<file path="src/rtl/pd_powerup_seq.sv">
module pd_powerup_seq #(
  parameter int NMOD   = 4,
  parameter int DW     = 16,
  parameter int AW     = 4,
  parameter int TO_RST = 100
) (
  input  logic            clk,
  input  logic            rst_n,
  input  logic            wr_en,
  input  logic [AW-1:0]   wr_addr,
  input  logic [DW-1:0]   wr_data,
  input  logic [AW-1:0]   rd_addr,
  output logic [DW-1:0]   rd_data,
  input  logic            pwr_good_i,
  output logic            pwr_req_o,
  output logic            sw_close_o,
  output logic            busy_o,
  output logic            dom_on_o,
  output logic [NMOD-1:0] mod_en_o
);
  localparam int IW = (NMOD > 1) ? $clog2(NMOD) : 1;
  localparam logic [AW-1:0] A_CMD  = AW'(0);
  localparam logic [AW-1:0] A_DCTL = AW'(1);
  localparam logic [AW-1:0] A_PEND = AW'(2);
  localparam logic [AW-1:0] A_ACK  = AW'(3);
  localparam logic [AW-1:0] A_SW   = AW'(4);
  localparam logic [AW-1:0] A_STAT = AW'(5);
  localparam logic [AW-1:0] A_DST  = AW'(6);
  localparam logic [AW-1:0] A_GBL  = AW'(7);
  localparam logic [AW-1:0] A_MSEL = AW'(8);
  localparam logic [AW-1:0] A_MST  = AW'(9);
  localparam logic [AW-1:0] A_TO   = AW'(10);

  typedef enum logic [1:0] {ST_IDLE, ST_REQ, ST_PG, ST_MOD} st_t;

  st_t            state;
  logic           on_req, pg_sw, pend, stall;
  logic [4:0]     gbl, dstat;
  logic [NMOD-1:0] msel;
  logic [DW-1:0]  to_lim, to_cnt;
  logic [IW-1:0]  idx;

  wire go  = wr_en && wr_addr == A_CMD && wr_data[1];
  wire ack = wr_en && wr_addr == A_ACK && wr_data[1];
  wire pg  = pg_sw | pwr_good_i;
  wire last = (idx == IW'(NMOD-1));

  assign busy_o    = (state != ST_IDLE);
  assign pwr_req_o = pend;
  assign dom_on_o  = |dstat;

  always_ff @(posedge clk or negedge rst_n) begin
    if (!rst_n) begin
      state      <= ST_IDLE;
      on_req     <= 1'b0;
      pg_sw      <= 1'b0;
      pend       <= 1'b0;
      stall      <= 1'b0;
      sw_close_o <= 1'b0;
      gbl        <= '0;
      dstat      <= '0;
      msel       <= '0;
      mod_en_o   <= '0;
      to_lim     <= DW'(TO_RST);
      to_cnt     <= '0;
      idx        <= '0;
    end else begin
      if (wr_en) begin
        case (wr_addr)
          A_DCTL: begin on_req <= wr_data[0]; pg_sw <= wr_data[8]; end
          A_SW:   sw_close_o <= wr_data[0];
          A_GBL:  gbl <= wr_data[4:0];
          A_MSEL: msel <= wr_data[NMOD-1:0];
          A_TO:   to_lim <= wr_data;
          default: ;
        endcase
      end
      case (state)
        ST_IDLE: if (go && dstat == '0 && on_req) begin
          state  <= ST_REQ;
          pend   <= 1'b1;
          stall  <= 1'b0;
          to_cnt <= '0;
        end
        ST_REQ: begin
          if (ack) begin
            pend  <= 1'b0;
            state <= ST_PG;
          end else if (to_cnt == to_lim) begin
            stall <= 1'b1;
          end else begin
            to_cnt <= to_cnt + 1'b1;
          end
        end
        ST_PG: if (pg) begin
          state <= ST_MOD;
          idx   <= '0;
        end
        ST_MOD: begin
          if (msel[idx]) mod_en_o[idx] <= 1'b1;
          if (last) begin
            dstat <= 5'h1f;
            gbl   <= '0;
            state <= ST_IDLE;
          end else begin
            idx <= idx + 1'b1;
          end
        end
        default: state <= ST_IDLE;
      endcase
    end
  end

  always_comb begin
    rd_data = '0;
    case (rd_addr)
      A_DCTL: begin rd_data[0] = on_req; rd_data[8] = pg_sw; end
      A_PEND: rd_data[1] = pend;
      A_SW:   rd_data[0] = sw_close_o;
      A_STAT: begin rd_data[1] = busy_o; rd_data[2] = stall; end
      A_DST:  rd_data[4:0] = dstat;
      A_GBL:  rd_data[4:0] = gbl;
      A_MSEL: rd_data[NMOD-1:0] = msel;
      A_MST:  rd_data[NMOD-1:0] = mod_en_o;
      A_TO:   rd_data = to_lim;
      default: rd_data = '0;
    endcase
  end
endmodule


</file>
<file path="config.mk">
export PLATFORM = sky130hd
export DESIGN_NAME = pd_powerup_seq
export DESIGN_NICKNAME = d
export VERILOG_FILES = /design/src/rtl/pd_powerup_seq.sv
export SDC_FILE = /design/constraint.sdc
export NUM_CORES = 1
export LEC_CHECK = 0
export ABC_CLOCK_PERIOD_IN_PS = 2200
export BUFFER_PORTS_ARGS = -buffer_cell sky130_fd_sc_hd__buf_2
export CAP_MARGIN = 20
export CORE_ASPECT_RATIO = 1.5
export CORE_UTILIZATION = 45
export CTS_BUF_LIST = sky130_fd_sc_hd__clkbuf_2
export DETAILED_ROUTE_END_ITERATION = 6
export PLACE_DENSITY = 0.68
export SYNTH_ARGS = -nofsm -noshare
export SYNTH_HDL_FRONTEND = slang
export SYNTH_SLANG_ARGS = --single-unit
</file>
<file path="constraint.sdc">
create_clock -name clk -period 2.2 [get_ports clk]
set_input_delay 0.33 -clock clk [delete_from_list [all_inputs] [get_ports clk]]
set_output_delay 0.33 -clock clk [all_outputs]
set_load 0.02 [all_outputs]
</file>
Word level (Yosys, flattened, before mapping):

Cells that the tools add are included.

* magnitude comparators: 2
* multiplexer cells: 35
* eq/ne operators: 28
* reduce and logical (&&, ||, !) cells: 25
* bitwise operators: 2
* add/subtract/negate cells: 2

Operators by type and width (count)
* 2-to-1 mux 16 bit: 3
* case mux 16 bit (2 select lines): 1
* == test 4 x 3 -> 1 bit, second input constant: 6
* == test 4 bit, second input constant: 5
* 2-to-1 mux 5 bit: 4
* adder 16 x 1 -> 16 bit, second input constant: 1
* == test 16 bit: 1
* inequality test 2 bit, second input constant: 8
* case mux 1 bit (7 select lines): 2
* 2-to-1 mux 2 bit: 6
* AND reduction 2 bit: 6
* AND reduction 4 bit: 3
* == test 4 x 1 -> 1 bit, second input constant: 2
* == test 4 x 2 -> 1 bit, second input constant: 2
* case mux 2 bit (4 select lines): 1
* logical AND 1 bit: 7
* 2-to-1 mux 1 bit: 7
* 2-to-1 mux 7 bit: 1
* == test 2 bit, second input constant: 3
* case mux 1 bit (2 select lines): 3
* case mux 1 bit (6 select lines): 1
* AND reduction 3 bit: 2
* nonzero test 2 bit: 3
* zero test 5 bit: 1
* other kinds (15): 15

* bits of input ports: 28
* flip-flop bits (word level): 55
* output and inout port bits: 24

Depth between registers and ports, before layout:

* depth after elaboration: 7
* depth in mapped cells: 9

Worst setup path before layout:

Ideal clock, no wire load.

* path type: register to register
* start: register state[1]
* end: register to_cnt[13]
* slack: 0.072 ns
* path buffers: 2
* stages on the path, launching flop included: 10
* arrival time: 2.048 ns
* clock period less this slack: 2.128 ns
* library setup time: 0.080 ns
* data required time: 2.120 ns
* cell sequence: dfrtp_1 inv_1 ha_1 clkbuf_1 inv_1 a311o_1 and2_1 buf_6 or4_4 o211ai_2

* cells in the longest elaborated chain, start to end: 3
* elaborated cells on any way between the ends: 8
* those cells by class: eq/ne: 4; mux: 1; reduce/logical: 3

Ends and longest elaborated chain
* start, declared: line 36 `st_t state;`
* start signal, assigned: line 54 `state <= ST_IDLE;`
* start signal, assigned: line 80 `state <= ST_REQ;`
* start signal, assigned: line 88 `state <= ST_PG;`
* == test 2 x 1 -> 1 bit or zero test 2 bit (tied branches): line 78 `case (state)`
* inequality test 2 bit (no line) or nonzero test 2 bit (tied branches)
* AND reduction 4 bit (no line)
* end signal, assigned: line 92 `to_cnt <= to_cnt + 1'b1;`
* end, declared: line 40 `logic [DW-1:0] to_lim, to_cnt;`

Several ways; a longest one is shown, not always the timed one.
A chain may end at the register's enable or synchronous reset.

Final worst setup path:

* start: register state[0]
* end: output port rd_data[1]

* cells in the longest elaborated chain, start to end: 2

Ends and longest elaborated chain
* nonzero test 2 bit: line 48 `assign busy_o = (state != ST_IDLE);`
* case mux 1 bit (7 select lines): line 116 `case (rd_addr)`
* end, declared: line 13 `output logic [DW-1:0] rd_data,`

No other way between the ends.

==> metrics.cfg <==
[worst_setup_path]
cp.arrival_ps=1930
worstPathMaxFanout=2
cp-end-kind=primary output
cp.required_ps=1870
crit_path_start_kind=register
reg2reg_from=state[1]$_DFFE_PN0P_
path_class=register to primary output
crit_start=state[0]$_DFFE_PN0P_

[logic_synthesis]
syn-cell-area_um2=3320
synth_top_family_by_area=simple AND/OR/NAND/NOR gates
synth-edff-count=0
synth.net_count=372
synth-seq-cells=55
synthMuxAreaShare_pct=12.8
async_flop_share_pct=100
ys_types=48
synth-compound-area-share_pct=14.2
post-synth-top-area-fraction_pct=39.1
ys_warn_count=0
synthAdderAreaFrac_pct=3.76
synthSimpleGateAreaFrac_pct=19.0
synthFlopType=dfrtp_1
yosysSeqAreaShare_pct=41.5
synth_area_leaders=dfrtp_1 (39%), mux2_2 (8.8%), xor2_1 (4.2%)
synth_xor_area_share_pct=4.22
synth_top_area_cell=dfrtp_1
syn-instance-count=334
avgSynthCellArea_um2=9.95

[route]
via_count=2901
dr.pass1.iters=4
drc=0
wl_mm=8.71
ant_nets=0
wl_per_cell_um=17.5
drt-vias-per-instance=5.81
drt-initial-drc-count=170

[sta]
rsz0062_at_grt=yes
final_hold_viol_count=0
finalClockSkew_ps=26.7
setup_viol=1
finalHoldWorstSlack_ps=38.5
tightestPinTransition_ps=650
clock.fmax_mhz=442
slew-limit-headroom_pct=56.3
setup_ws_ps=-61.1
timing.final.crit_share_pct=103
period_needed_ps=2260
slew_viol_final=0

[clocking]
clock_latency_ps=490
numCtsBuffers=5
htreeDepth=2
path_clk_slew_ps=290
clockBufferDepth=2
cts_root_buffer=clkbuf_2
cts_tree=built
clock_sinks=55

[power_and_ir_drop]
p_leak_uw=0.00185
ir_worst_vdd_v=0.000507
pwr_density_cell_nw_per_um2=915

[die]
io_pins=52
rows=38
fp.dieH_um=107
die_w_um=72.2
initial_core_util_pct=46.3
die_area_um2=7740
coreArea_um2=7180

[finish]
antennaDiodeCount=0
finalNetCount=436
post-route-util_pct=54.8
nFillCells=652
multiInputGateArea_um2=1840
layoutNonFillerInstCount=499
syn_to_final_growth_pct=18.3
drive_gt1_share_pct=31.8
seq_area_um2=1380

[placement]
gp_congestion=0.895
dp_hpwl_mm=6.48
post-place-ws_ps=88.1
placement.io_buffers=51
place_inst=478

[job]
drv_cap=0

[grt]
grt_overflow=0
grt_use_total_pct=23.4
first_global_vias=2753
antenna_found_initial=0
grt_max_degree=34
grt_pass1_wl_mm=13.7

[hold_path]
hold_start=wr_data[13]
hold_path.class=input pin to register

[run_status]
violations=negative setup slack
status=finished, violations left

[registers in the layout, indices dropped and copies added (netlist names)]
register / cells
pg_sw: 1
dstat: 1
stall: 1
sw_close_o: 1
msel: 4
to_cnt: 16
state: 2
on_req: 1
to_lim: 16
gbl: 5
idx: 2
pwr_req_o: 1
mod_en_o: 4
[cells in the mapped netlist, types with 2 or more instances]
cell type and n:
a221o_1 4, nor4_1 9, o21ai_1 2, a21oi_1 12, ha_1 10, mux2i_1 11
a22oi_1 2, a21o_1 9, dfstp_2 3, and4_1 2, and2_1 5, and3_1 10
nand3_1 25, a31oi_1 5, a32oi_1 3, a211oi_1 4, dfrtp_1 52, a221oi_1 5
nand2b_1 2, nand4_1 7, a22o_1 2, o21ai_0 9, mux2_2 26, xor2_1 16
or4_1 4, inv_1 14, o221ai_1 2, nor2_1 19, nor2b_1 3, nor3_1 4
clkbuf_1 15, nor4b_2 2, or2_2 2, nand2_1 15, buf_2 6
[timing repair]
action	4_1_cts	5_1_grt
pin swaps	3	3
hold endpoints to repair	22	4
resized for setup	7	6
buffers inserted	5	4
hold buffers	1	4
endpoints found under the setup margin	1	14
[per-stage QoR]
step                      TNS (ps)  total power [uW]  area (um^2)
after global placement           0              2970         3740
after global routing          -299              3840         3930
after CTS                    -28.3              3520         3850
after floorplan                  0              2560         3320
after detailed placement         0              3020         3740
final                        -61.1              3600         3930
[area by class of cell]
type | instances | share of cell area (%)
sequential | 55 | 35.1
timing repair buffer | 79 | 12.6
multi-input combinational | 243 | 46.7
clock inverter | 3 | 0.382
inverter | 14 | 1.34
tap | 100 | 3.18
clock buffer | 5 | 0.636
[path summary, 6_finish.rpt]
path	endpoint	slack [ps]	cells past startpoint
setup / recovery	rd_data[1]	-60	7
min in group asynchronous	to_lim[13]$_DFFE_PN0P_	310	2
setup reg to reg	to_cnt[3]$_DFFE_PN0P_	10	9
hold / removal	to_lim[13]$_DFFE_PN0P_	40	2
hold reg to reg	mod_en_o[0]$_DFFE_PN0P_	530	1
max in group asynchronous	to_lim[6]$_DFFE_PN1P_	1260	3
[power by group]
group          leakage, uW  internal, uW  switching [uW]
Sequential        0.000693          1280             279
Clock            0.0000241          70.4             337
Combinational      0.00114           772             861
Total              0.00185          2120            1480
[per-layer routing]
metal  vias up  part of all wire (%)  GRT usage (%)
met3        22                   3.7           3.75
li1       1365                     -              -
met1      1420                    38           25.5
met5         -                     0              0
met4         0                   3.6           11.3
met2        94                    55           43.0
[cell usage in the layout (no fill, tap or decap), types with 3 or more instances in the layout]
cell type,synthesis,layout
nand3_1,25,25
dfstp_2,3,3
nor4_1,9,9
xor2_1,16,16
nor3_1,4,4
mux2_2,26,26
a211oi_1,4,4
buf_4,0,22
ha_1,10,9
dfrtp_1,52,51
a21oi_1,12,12
nor2_1,19,19
dlygate4sd3_1,0,5
nand2_1,15,14
buf_2,6,50
and2_1,5,3
nor2b_1,3,3
inv_1,14,12
o21ai_0,9,9
and3_1,10,10
nand4_1,7,7
a221o_1,4,4
a31oi_1,5,5
clkbuf_2,0,5
a32oi_1,3,3
a221oi_1,5,5
or4_1,4,4
a21o_1,9,9
mux2i_1,11,11
[logic make-up (layout without fill, tap and decap cells)]
logic type	after synthesis	in the layout
buffers and inverters	36	101
AND/OR/NAND/NOR	113	113
AO/OA/AOI/OAI	66	66
XOR/XNOR	16	16
flip-flops	55	55
multiplexers	38	38
adder cells (fa/ha/maj)	10	10
[critical path, stage by stage, from the launching register on]
cell	delay, ps
dfrtp_1	440
inv_2	70
ha_4	170
nor4bb_2	260
a21oi_1	70
o221ai_1	190
a21o_1	140
buf_6	120
(Power assumes the default switching activity.)
